`config.mk`:
```
export PLATFORM = sky130hd
export DESIGN_NAME = nsh5_modulator
export DESIGN_NICKNAME = d
export VERILOG_FILES = /design/src/rtl/nsh5_pkg.sv /design/src/rtl/nsh5_loop_filter.sv /design/src/rtl/nsh5_quantizer.sv /design/src/rtl/nsh5_err_line.sv /design/src/rtl/nsh5_modulator.sv
export SDC_FILE = /design/constraint.sdc
export NUM_CORES = 1
export LEC_CHECK = 0
export ABC_AREA = 1
export BUFFER_PORTS_ARGS = -buffer_cell sky130_fd_sc_hd__buf_2
export CORE_MARGIN = 2
export CORE_UTILIZATION = 65
export DETAILED_ROUTE_END_ITERATION = 8
export PLACE_DENSITY_LB_ADDON = 0.08
export SETUP_SLACK_MARGIN = 0.15
export SYNTH_ARGS = -nofsm -noshare
export SYNTH_HDL_FRONTEND = slang
export SYNTH_SLANG_ARGS = --single-unit
```
`constraint.sdc`:
```
create_clock -name clk -period 25 [get_ports clk]
set_input_delay 5 -clock clk [delete_from_list [all_inputs] [get_ports clk]]
set_output_delay 5 -clock clk [all_outputs]
set_load 0.02 [all_outputs]
```
`src/rtl/nsh5_pkg.sv`:
```
package nsh5_pkg;
  localparam int ORDER = 3;
  typedef logic [2:0] code_t;
  localparam code_t CODE_MID = 3'd2;
  localparam code_t CODE_MAX = 3'd4;
endpackage

```
`src/rtl/nsh5_loop_filter.sv`:
```
module nsh5_loop_filter #(
  parameter int IN_W  = 16,
  parameter int ACC_W = 24
) (
  input  logic signed [IN_W-1:0]  x_in,
  input  logic signed [ACC_W-1:0] err_d1,
  input  logic signed [ACC_W-1:0] err_d2,
  input  logic signed [ACC_W-1:0] err_d3,
  output logic signed [ACC_W-1:0] loop_v
);
  localparam int SUM_W = ACC_W + 4;
  localparam logic signed [SUM_W-1:0] V_MAX = {{(SUM_W-ACC_W+1){1'b0}}, {(ACC_W-1){1'b1}}};
  localparam logic signed [SUM_W-1:0] V_MIN = ~V_MAX;

  logic signed [SUM_W-1:0] xw, e1w, e2w, e3w, sum_w;

  always_comb begin
    xw  = {{(SUM_W-IN_W){x_in[IN_W-1]}}, x_in};
    e1w = {{(SUM_W-ACC_W){err_d1[ACC_W-1]}}, err_d1};
    e2w = {{(SUM_W-ACC_W){err_d2[ACC_W-1]}}, err_d2};
    e3w = {{(SUM_W-ACC_W){err_d3[ACC_W-1]}}, err_d3};
    // (1 - z^-1)^3 error feedback: -3, +3, -1 taps
    sum_w = xw - ((e1w <<< 1) + e1w) + ((e2w <<< 1) + e2w) - e3w;
    if (sum_w > V_MAX)      loop_v = V_MAX[ACC_W-1:0];
    else if (sum_w < V_MIN) loop_v = V_MIN[ACC_W-1:0];
    else                    loop_v = sum_w[ACC_W-1:0];
  end
endmodule

```
`src/rtl/nsh5_quantizer.sv`:
```
module nsh5_quantizer
  import nsh5_pkg::*;
#(
  parameter int IN_W  = 16,
  parameter int ACC_W = 24
) (
  input  logic signed [ACC_W-1:0] loop_v,
  output code_t                   code,
  output logic signed [ACC_W-1:0] q_err
);
  localparam int STEP_SH = IN_W - 2;
  localparam int XW = ACC_W + 2;
  localparam logic signed [XW-1:0] HALF  = XW'(1) <<< (IN_W - 3);
  localparam logic signed [XW-1:0] Q_HI  = XW'(2);
  localparam logic signed [XW-1:0] Q_LO  = -XW'(2);
  localparam logic signed [XW-1:0] E_MAX = {{(XW-ACC_W+1){1'b0}}, {(ACC_W-1){1'b1}}};
  localparam logic signed [XW-1:0] E_MIN = ~E_MAX;

  logic signed [XW-1:0] vw, q_raw, level, diff;
  logic signed [2:0]    q_cl;

  always_comb begin
    vw    = {{(XW-ACC_W){loop_v[ACC_W-1]}}, loop_v};
    q_raw = (vw + HALF) >>> STEP_SH;
    if (q_raw > Q_HI)      q_cl = 3'sd2;
    else if (q_raw < Q_LO) q_cl = -3'sd2;
    else                   q_cl = q_raw[2:0];
    code  = code_t'(q_cl) + CODE_MID;
    level = {{(XW-3){q_cl[2]}}, q_cl} <<< STEP_SH;
    diff  = level - vw;
    if (diff > E_MAX)      q_err = E_MAX[ACC_W-1:0];
    else if (diff < E_MIN) q_err = E_MIN[ACC_W-1:0];
    else                   q_err = diff[ACC_W-1:0];
  end
endmodule

```
`src/rtl/nsh5_err_line.sv`:
```
module nsh5_err_line #(
  parameter int ACC_W = 24,
  parameter int TAPS  = 3
) (
  input  logic                       clk,
  input  logic                       rst_n,
  input  logic                       shift_en,
  input  logic [ACC_W-1:0]           err_in,
  output logic [TAPS-1:0][ACC_W-1:0] taps
);
  genvar g;
  generate
    for (g = 0; g < TAPS; g++) begin : g_stage
      logic [ACC_W-1:0] d;
      if (g == 0) begin : g_head
        assign d = err_in;
      end else begin : g_body
        assign d = taps[g-1];
      end
      always_ff @(posedge clk) begin
        if (!rst_n)        taps[g] <= '0;
        else if (shift_en) taps[g] <= d;
      end
    end
  endgenerate
endmodule

```
`src/rtl/nsh5_modulator.sv`:
```
module nsh5_modulator
  import nsh5_pkg::*;
#(
  parameter int IN_W  = 16,
  parameter int ACC_W = 24
) (
  input  logic            clk,
  input  logic            rst_n,
  input  logic            in_valid,
  output logic            in_ready,
  input  logic [IN_W-1:0] in_sample,
  output logic            out_valid,
  input  logic            out_ready,
  output logic [2:0]      out_code
);
  logic                        accept;
  logic signed [ACC_W-1:0]     loop_v, q_err;
  code_t                       q_code;
  logic [ORDER-1:0][ACC_W-1:0] err_taps;

  assign in_ready = !out_valid || out_ready;
  assign accept   = in_valid && in_ready;

  nsh5_loop_filter #(.IN_W(IN_W), .ACC_W(ACC_W)) filt_i (
    .x_in   ($signed(in_sample)),
    .err_d1 ($signed(err_taps[0])),
    .err_d2 ($signed(err_taps[1])),
    .err_d3 ($signed(err_taps[2])),
    .loop_v (loop_v)
  );

  nsh5_quantizer #(.IN_W(IN_W), .ACC_W(ACC_W)) quant_i (
    .loop_v (loop_v),
    .code   (q_code),
    .q_err  (q_err)
  );

  nsh5_err_line #(.ACC_W(ACC_W), .TAPS(ORDER)) hist_i (
    .clk      (clk),
    .rst_n    (rst_n),
    .shift_en (accept),
    .err_in   (q_err),
    .taps     (err_taps)
  );

  always_ff @(posedge clk) begin
    if (!rst_n) begin
      out_valid <= 1'b0;
      out_code  <= CODE_MID;
    end else if (accept) begin
      out_valid <= 1'b1;
      out_code  <= q_code;
    end else if (out_ready) begin
      out_valid <= 1'b0;
    end
  end
endmodule

```
==> results of run 1 <==
flip-flops by register name (all words and copies together), names as in the netlist:
signal / count
out_valid: 1
hist_i.taps: 24
out_code: 3
hist_i.g_stage.d: 48
worst paths after layout:
kind | cells past startpoint | startpoint | slack [ns] | to
setup / recovery | 53 | in_sample[2] | 11.08 | hist_i.g_stage[1].d[14]$_SDFFE_PN0P_
hold / removal | 2 | out_code[2]$_SDFFE_PN0P_ | 0.48 | out_code[2]$_SDFFE_PN0P_
setup reg to reg | 51 | hist_i.g_stage[1].d[2]$_SDFFE_PN0P_ | 15.42 | hist_i.g_stage[1].d[14]$_SDFFE_PN0P_
hold reg to reg | 2 | out_code[2]$_SDFFE_PN0P_ | 0.48 | out_code[2]$_SDFFE_PN0P_
layer usage:
layer | vias to the layer above | part of all wire | global-route usage
li1 | 4399 | - | -
met1 | 3937 | 0.46 | 0.400
met2 | 198 | 0.48 | 0.544
met3 | 34 | 0.039 | 0.0316
met4 | 0 | 0.023 | 0.109
met5 | - | 0 | 0
per-stage QoR:
| step | area (um^2) | instances | setup slack, ns | hold slack, ns | utilization |
|---|---|---|---|---|---|
| 2_1_floorplan | 9330 | 1353 | 12.66 | 0.466 | - |
| 6_report | 9800 | 1548 | 11.08 | 0.477 | 0.703 |
| 3_3_place_gp | 9530 | 1532 | 10.96 | 0.453 | 0.684 |
| 5_1_grt | 9800 | 1548 | 10.19 | 0.492 | 0.703 |
| 4_1_cts | 9800 | 1548 | 11.17 | 0.484 | 0.703 |
| 3_5_place_dp | 9530 | 1532 | 10.86 | 0.471 | 0.684 |
kinds of logic (layout without fill, tap and decap cells):
group | count (synthesis) | after routing | synth area share
simple gates | 532 | 532 | 0.257
compound gates | 292 | 292 | 0.173
buf+inv | 231 | 246 | 0.0999
fa+ha+maj | 142 | 142 | 0.231
xor+xnor | 80 | 80 | 0.0751
flops | 76 | 76 | 0.163
cell type report:
cell class              count  area (um^2)  share of cell area
clock buffers               9          225              0.0230
clock inverters             7         43.8             0.00447
flip-flops and latches     76         1520               0.155
repair buffers             27          143              0.0146
inverters                 203          764              0.0780
well taps                 180          225              0.0230
multi-input cells        1046         6880               0.702
worst max-delay path: cells and delay by family:
family | cells | cell delay [ns]
simple gates | 31 | 4.28
compound gates | 10 | 2.00
buf+inv | 5 | 0.27
fa+ha+maj | 6 | 2.42
xor+xnor | 1 | 0.15
cells in the final DEF (no fill, tap or decap), types with 2 or more instances in the layout:
master | Yosys | final
buf_4 | 0 | 3
a21oi_2 | 20 | 20
nor2_4 | 6 | 6
nand3_1 | 56 | 56
nor2_2 | 10 | 10
clkinv_2 | 0 | 4
nand3_2 | 5 | 5
buf_2 | 3 | 24
ha_1 | 91 | 91
a21boi_0 | 5 | 5
dfxtp_1 | 76 | 76
nand2_4 | 6 | 6
inv_2 | 7 | 8
fa_1 | 51 | 51
nand2_2 | 27 | 28
xor2_1 | 49 | 49
nand3b_1 | 5 | 5
xnor2_1 | 31 | 31
o21ai_0 | 97 | 97
nor2_1 | 80 | 80
clkinvlp_4 | 0 | 2
nand2_1 | 307 | 306
nand4_1 | 6 | 6
o221ai_1 | 2 | 2
o21bai_1 | 13 | 13
inv_1 | 194 | 194
a21oi_1 | 142 | 142
nor3_1 | 13 | 13
o21a_1 | 3 | 3
clkbuf_16 | 0 | 9
a31oi_1 | 4 | 4
or2_2 | 2 | 2
==> results.py, run 1 <==
metrics = {
    "setup_path": {
        "max_stage_delay_ns": 0.57,
        "slowest_stage": "nor2_4",
        "crit_top_cell": "nand2_1",
        "start_kind": "primary input",
        "required_ns": 25.21,
        "cp_max_fo": 26,
        "critPathArrivalTime_ns": 14.13,
        "crit_path_end_kind": "flop",
        "critical_path_class": "in2reg",
    },
    "logic_synthesis": {
        "synth_area_leader_cell": "dfxtp_1",
        "yosys_warnings": 0,
        "yosysMostFrequentCell": "nand2_1",
        "syn_avg_cell_area_um2": 6.90,
        "synth_seq_cells": 76,
        "synthTopCellsByCount": "nand2_1 (307), inv_1 (194), a21oi_1 (142), o21ai_0 (97), ha_1 (91)",
        "syn_area_mm2": 0.00933,
        "synth_top_area_share": 0.163,
        "synth_flop_cell": "dfxtp_1",
        "synth_cells": 1353,
        "synth_edf_count": 0,
        "synthDistinctLibCells": 50,
        "syn_nets": 1515,
        "synth.area.top_cells": "dfxtp_1 (16%), nand2_1 (12%), ha_1 (12%)",
        "synth.yosys.seq_area_share": 0.163,
        "ys_async_sr_fraction": 0,
    },
    "floorplanning": {
        "num_rows": 43,
        "ioPinCount": 25,
        "initial_core_util": 0.669,
        "die_w_um": 124,
        "fp.dieArea_mm2": 0.0153,
        "core_area_mm2": 0.0139,
        "die_h_um": 124,
    },
    "routing": {
        "wl_um": 23100,
        "drtIter0Drc": 585,
        "drt-vias-per-instance": 5.53,
        "wl_per_cell_um": 14.9,
        "dr_total_vias": 8568,
        "dr.pass1.iters": 5,
        "drtAntennaViolNets": 0,
        "drc_errors": 0,
    },
    "timing": {
        "setup_violations": 0,
        "max_freq_mhz": 71.8,
        "slew_violations": 0,
        "rsz0062_at_grt": "false",
        "finClkSkew_ns": 0.00535,
        "relSlewSlack": 0.503,
        "finalCriticalPeriod_ns": 13.92,
        "worstMarginPinSlew_ns": 0.744,
        "totalNegativeSetupSlack_ns": 0,
        "finalCritPeriodShare": 0.557,
        "finalHoldViolCount": 0,
    },
    "placement": {
        "dp_hpwl_um": 18400,
        "portBuffers": 24,
        "gp_congestion": 1.00,
    },
    "clock_tree": {
        "clock_latency_ns": 0.35,
        "clock_sinks": 76,
        "post-cts-setup-buffer-count": 0,
        "ctsLongestPathBuffers": 2,
        "clk_pin_slew_worst_paths_ns": 0.06,
        "cts_resized": 0,
        "cts_root_buffer": "clkbuf_16",
        "cts_hold_buf": 0,
        "numCtsBuffers": 9,
        "cts_tree": "yes",
        "htreeDepth": 3,
    },
    "outcome": {
        "status": "complete, no violations",
    },
    "global_route": {
        "grt_max_degree": 71,
        "grt_pass1_wl_um": 37400,
        "antenna_found_initial": 0,
        "grt_pass1_vias": 7925,
        "track_usage": 0.311,
        "overflow": 0,
    },
    "final_layout": {
        "final_nets": 1525,
        "drive_gt1_frac": 0.0994,
        "fillers": 1269,
        "area_delta_synth_final_pct": 5.06,
        "antennaDiodeCount": 0,
    },
    "job": {
        "cap_viol_max_count": 0,
    },
    "hold_path": {
        "hp-class": "reg2reg",
    },
}
Power of run 1 is not shown: default switching activity piles up to over one toggle a cycle in this logic, so the estimate is an artifact.
==> inputs of run 2 (changes only) <==
--- a/config.mk
+++ b/config.mk
@@ -5,10 +5,10 @@
 export SDC_FILE = /design/constraint.sdc
 export NUM_CORES = 1
 export LEC_CHECK = 0
-export ABC_AREA = 1
+export ABC_AREA = 0
 export BUFFER_PORTS_ARGS = -buffer_cell sky130_fd_sc_hd__buf_2
 export CORE_MARGIN = 2
-export CORE_UTILIZATION = 65
+export CORE_UTILIZATION = 59
 export DETAILED_ROUTE_END_ITERATION = 8
 export PLACE_DENSITY_LB_ADDON = 0.08
 export SETUP_SLACK_MARGIN = 0.15
==> constraint.sdc (replaced) <==
create_clock -name clk -period 12.53 [get_ports clk]
set_input_delay 2.506 -clock clk [delete_from_list [all_inputs] [get_ports clk]]
set_output_delay 2.506 -clock clk [all_outputs]
set_load 0.02 [all_outputs]
==> results.py, run 2 <==
metrics = {
    "outcome": {
        "status": "complete, no violations",
    },
    "clock_tree": {
        "cts_hold_buf": 0,
        "clock_latency_ns": 0.36,
        "numCtsBuffers": 9,
        "htreeDepth": 3,
        "clock_sinks": 76,
        "clk_pin_slew_worst_paths_ns": 0.06,
        "ctsLongestPathBuffers": 2,
        "cts_root_buffer": "clkbuf_16",
        "cts_tree": "yes",
    },
    "logic_synthesis": {
        "synth_cells": 1167,
        "synth_seq_cells": 76,
        "yosysMostFrequentCell": "nand2_1",
        "synth.area.top_cells": "dfxtp_1 (16%), ha_1 (12%), fa_1 (11%)",
        "synth_area_leader_cell": "dfxtp_1",
        "synth_flop_cell": "dfxtp_1",
        "syn_nets": 1329,
        "synth.yosys.seq_area_share": 0.165,
        "synth_edf_count": 0,
        "syn_avg_cell_area_um2": 7.91,
        "syn_area_mm2": 0.00924,
        "synthDistinctLibCells": 87,
        "ys_async_sr_fraction": 0,
        "synthTopCellsByCount": "nand2_1 (147), a21oi_1 (122), inv_1 (92), ha_1 (91), dfxtp_1 (76)",
        "yosys_warnings": 0,
        "synth_top_area_share": 0.165,
    },
    "final_layout": {
        "largest_reg_flops": 48,
        "area_delta_synth_final_pct": 17.2,
        "register_area_mm2": 0.00152,
        "drive_gt1_frac": 0.168,
        "antennaDiodeCount": 0,
        "final_cell_mix": "nand2_1 (145), a21oi_1 (112), inv_1 (91), ha_1 (86), dfxtp_1 (76)",
        "final_common_cell": "nand2_1",
        "multi_input_area_mm2": 0.00754,
        "fillers": 1277,
        "final_nets": 1402,
    },
    "routing": {
        "drc_errors": 0,
        "drt-vias-per-instance": 6.03,
        "dr.pass1.iters": 6,
        "drtIter0Drc": 678,
        "wl_um": 25400,
        "wl_per_cell_um": 17.5,
        "dr_total_vias": 8770,
        "drtAntennaViolNets": 0,
    },
    "timing": {
        "max_freq_mhz": 82.7,
        "slew_violations": 0,
        "fin_hold_ws_ns": 0.449,
        "setup_violations": 0,
        "worstMarginPinSlew_ns": 0.917,
        "finalHoldViolCount": 0,
        "finalCritPeriodShare": 0.965,
        "finClkSkew_ns": 0.0115,
        "rsz0062_at_grt": "false",
        "relSlewSlack": 0.386,
        "finalCriticalPeriod_ns": 12.09,
    },
    "global_route": {
        "grt_pass1_wl_um": 39200,
        "grtUsageMet3": 0.0380,
        "track_usage": 0.293,
        "use_met1": 0.389,
        "use_met2": 0.499,
        "antenna_found_initial": 0,
        "overflow": 0,
        "grt_max_degree": 62,
        "top_usage_layer": "met2",
        "grt_pass1_vias": 8035,
    },
    "setup_path": {
        "critical_path_class": "in2reg",
        "max_stage_delay_ns": 0.54,
        "crit_top_cell": "a21oi_2",
        "slowest_stage": "or4_1",
        "critPathArrivalTime_ns": 12.36,
        "cp-startpoint": "in_sample[2]",
        "crit_path_end_kind": "flop",
        "crit_family": "compound AO/OA/AOI/OAI gates",
        "required_ns": 12.80,
        "path_buf_inv": 9,
        "r2r_start": "hist_i.g_stage[2].d[1]$_SDFFE_PN0P_",
        "cp_max_fo": 5,
        "start_kind": "primary input",
    },
    "hold_path": {
        "min_from": "hist_i.g_stage[1].d[4]$_SDFFE_PN0P_",
        "hp-class": "reg2reg",
    },
    "floorplanning": {
        "fp.dieArea_mm2": 0.0167,
        "num_rows": 45,
        "die_w_um": 129,
        "core_area_mm2": 0.0153,
        "ioPinCount": 25,
        "initial_core_util": 0.605,
        "die_h_um": 129,
    },
    "placement": {
        "portBuffers": 24,
        "gp_congestion": 0.965,
        "dp_hpwl_um": 18600,
    },
    "job": {
        "cap_viol_max_count": 0,
    },
}
==> run 2: changes by cell type in the layout (fill, tap and decap cells not counted), moves of 25 or more <==
cell,delta
nand2_1,-161
inv_1,-103
buf_4,+71
o21ai_0,-68
nand3_1,-40
a21oi_1,-30
a21o_1,+29
nand2_2,-26
xnor2_1,+25
==> run 2: logic make-up after synthesis <==
family	synth area share
multiplexers	0.00217
flip-flops	0.165
buffers and inverters	0.0584
AO/OA/AOI/OAI	0.264
AND/OR/NAND/NOR	0.190
XOR/XNOR	0.0854
adder cells (fa/ha/maj)	0.236
==> run 2: through the flow <==
| step | TNS, ns | util | setup WS (ns) | instance area, um^2 | instances |
|---|---|---|---|---|---|
| floorplan | 0 | - | 0.165 | 9250 | 1167 |
| global placement | 0 | 0.649 | 0.0753 | 9900 | 1414 |
| detailed placement | -0.834 | 0.649 | -0.0983 | 9900 | 1414 |
| CTS | 0 | 0.671 | 0.194 | 10200 | 1429 |
| global route | 0 | 0.709 | 0.0186 | 10800 | 1455 |
| finish | 0 | 0.709 | 0.440 | 10800 | 1455 |
==> run 2: cell type report <==
type                       count  area share
inverter                      95      0.0329
timing repair buffer         105      0.0742
tap                          211      0.0244
clock buffer                  11      0.0224
sequential                    76       0.141
multi-input combinational    953       0.696
clock inverter                 4     0.00902
==> run 2: final timing paths <==
path / endpoint / slack (ns) / cells after the start
min reg2reg: hist_i.g_stage[2].d[4]$_SDFFE_PN0P_ / 0.45 / 2
max reg2reg: hist_i.g_stage[1].d[8]$_SDFFE_PN0P_ / 1.70 / 43
min: hist_i.g_stage[2].d[4]$_SDFFE_PN0P_ / 0.45 / 2
max: hist_i.g_stage[1].d[8]$_SDFFE_PN0P_ / 0.44 / 46
==> run 2: worst register-to-register path: cells and delay by family (launching register included) <==
kind | cells | cell delay (ns)
buf+inv | 5 | 0.60
simple gates | 7 | 1.27
fa+ha+maj | 6 | 2.05
xor+xnor | 2 | 0.43
flops | 1 | 0.38
compound gates | 23 | 6.05
==> run 2: repair_timing <==
action,4_1_cts,5_1_grt
gates resized for setup,0,66
setup buffers,0,23
setup endpoints to repair,0,24
==> run 2: metal layers <==
metal	routed length, um	share of wire	vias up
met3	1010	0.040	48
met5	0	0	-
li1	-	-	4297
met2	12100	0.48	241
met4	675	0.027	0
met1	11600	0.46	4184
Power of run 2 is left out for the same reason.
==> inputs of run 3 (changes only) <==
--- a/config.mk
+++ b/config.mk
@@ -10,7 +10,7 @@
 export CORE_MARGIN = 2
 export CORE_UTILIZATION = 59
 export DETAILED_ROUTE_END_ITERATION = 8
-export PLACE_DENSITY_LB_ADDON = 0.08
+export PLACE_DENSITY = 0.79
 export SETUP_SLACK_MARGIN = 0.15
 export SYNTH_ARGS = -nofsm -noshare
 export SYNTH_HDL_FRONTEND = slang
==> results.py, run 3 (synthesis gave the netlist of run 2 again) <==
metrics = {
    "global_route": {
        "grt_pass1_vias": 8149,
        "grt_max_degree": 73,
        "overflow": 0,
        "grt_pass1_wl_um": 39500,
        "antenna_found_initial": 0,
        "track_usage": 0.294,
    },
    "final_layout": {
        "fillers": 1259,
        "drive_gt1_frac": 0.163,
        "antennaDiodeCount": 0,
        "largest_reg_flops": 48,
        "final_cell_mix": "nand2_1 (145), a21oi_1 (111), inv_1 (91), ha_1 (86), dfxtp_1 (76)",
        "final_nets": 1393,
        "final_common_cell": "nand2_1",
        "area_delta_synth_final_pct": 15.6,
    },
    "floorplanning": {
        "core_area_mm2": 0.0153,
        "initial_core_util": 0.605,
        "die_w_um": 129,
        "num_rows": 45,
        "ioPinCount": 25,
        "fp.dieArea_mm2": 0.0167,
        "die_h_um": 129,
    },
    "hold_path": {
        "hp-class": "reg2reg",
        "min_from": "hist_i.taps[54]$_SDFFE_PN0P_",
    },
    "timing": {
        "setup_violations": 0,
        "finClkSkew_ns": 0.0108,
        "totalNegativeSetupSlack_ns": 0,
        "finalCriticalPeriod_ns": 12.13,
        "slew_violations": 0,
        "max_freq_mhz": 82.4,
        "finalCritPeriodShare": 0.968,
        "relSlewSlack": 0.418,
        "worstMarginPinSlew_ns": 0.873,
        "finalHoldViolCount": 0,
    },
    "setup_path": {
        "crit_top_cell": "a211oi_2",
        "r2r_start": "hist_i.g_stage[2].d[1]$_SDFFE_PN0P_",
        "cp_max_fo": 8,
        "crit_path_end_kind": "flop",
        "slowest_stage": "fa_1",
        "start_kind": "primary input",
        "required_ns": 12.81,
        "cp-startpoint": "in_sample[2]",
        "critPathArrivalTime_ns": 12.41,
        "critical_path_class": "in2reg",
        "max_stage_delay_ns": 0.53,
    },
    "clock_tree": {
        "cts_tree": "yes",
        "ctsLongestPathBuffers": 2,
        "numCtsBuffers": 9,
        "htreeDepth": 3,
        "cts_hold_buf": 0,
        "clk_pin_slew_worst_paths_ns": 0.07,
        "cts_root_buffer": "clkbuf_16",
        "clock_sinks": 76,
        "clock_latency_ns": 0.36,
    },
    "routing": {
        "drtAntennaViolNets": 0,
        "drc_errors": 0,
        "dr.pass1.iters": 5,
        "drt-vias-per-instance": 6.06,
        "wl_per_cell_um": 17.2,
        "dr_total_vias": 8770,
        "drtIter0Drc": 695,
        "wl_um": 24800,
    },
    "placement": {
        "dp_hpwl_um": 18300,
        "portBuffers": 24,
        "gp_congestion": 0.942,
    },
    "job": {
        "cap_viol_max_count": 0,
    },
    "outcome": {
        "status": "complete, no violations",
    },
}
==> run 3: changes by cell type in the layout (fill, tap and decap cells not counted), sizes merged <==
cell / before / now
bufinv: 3 / 1
clkinv: 0 / 1
clkinvlp: 1 / 2
buf: 103 / 94
xor2: 31 / 30
inv: 95 / 96
clkdlybuf4s15: 0 / 1
==> run 3: routing by layer <==
layer,global-route usage,vias to the layer above,part of all wire
met3,0.0434,54,0.044
met2,0.482,218,0.47
met4,0.106,0,0.027
li1,-,4292,-
met1,0.397,4206,0.46
met5,0,-,0
==> run 3: worst max-delay path, delay by kind of cell <==
family | cells | cell delay (ns)
AOI/OAI and AO/OA | 24 | 5.55
adders and majority gates | 5 | 1.89
and+or+nand+nor | 7 | 1.22
buffers and inverters | 9 | 1.01
xor gates and xnor gates | 1 | 0.21
==> run 3: timing repair <==
| item | in CTS | in global routing |
|---|---|---|
| endpoints found under the setup margin | 10 | 24 |
| gates cloned | 0 | 3 |
| buffers inserted | 0 | 16 |
| resized for setup | 1 | 56 |
| pin swaps | 0 | 32 |
==> run 3: cell type report <==
class / instances / area (um^2) / area share
repair buffers: 97 / 743 / 0.0696
clock buffers: 11 / 253 / 0.0237
inverters: 95 / 357 / 0.0334
clock inverters: 5 / 58.8 / 0.00551
multi-input cells: 952 / 7480 / 0.701
well taps: 211 / 264 / 0.0247
flip-flops and latches: 76 / 1520 / 0.143
==> run 3: path summary, 6_finish.rpt <==
| path | endpoint | slack [ns] | cells after the start |
|---|---|---|---|
| setup / recovery | hist_i.g_stage[1].d[5]$_SDFFE_PN0P_ | 0.40 | 46 |
| hold reg to reg | hist_i.taps[54]$_SDFFE_PN0P_ | 0.45 | 2 |
| setup reg to reg | hist_i.g_stage[1].d[5]$_SDFFE_PN0P_ | 1.58 | 42 |
| hold / removal | hist_i.taps[54]$_SDFFE_PN0P_ | 0.45 | 2 |
==> run 3: metrics by stage <==
| stage | instances | setup WS, ns | instance area, um^2 | hold WS [ns] | utilization |
|---|---|---|---|---|---|
| after detailed placement | 1412 | -0.226 | 9880 | 0.446 | 0.648 |
| final | 1447 | 0.398 | 10700 | 0.455 | 0.700 |
| after floorplan | 1167 | 0.165 | 9250 | 0.432 | - |
| after global routing | 1447 | -0.0778 | 10700 | 0.471 | 0.700 |
| after CTS | 1428 | 0.186 | 10200 | 0.454 | 0.668 |
| after global placement | 1412 | 0.0341 | 9880 | 0.442 | 0.648 |
Power of run 3 is left out for the same reason.
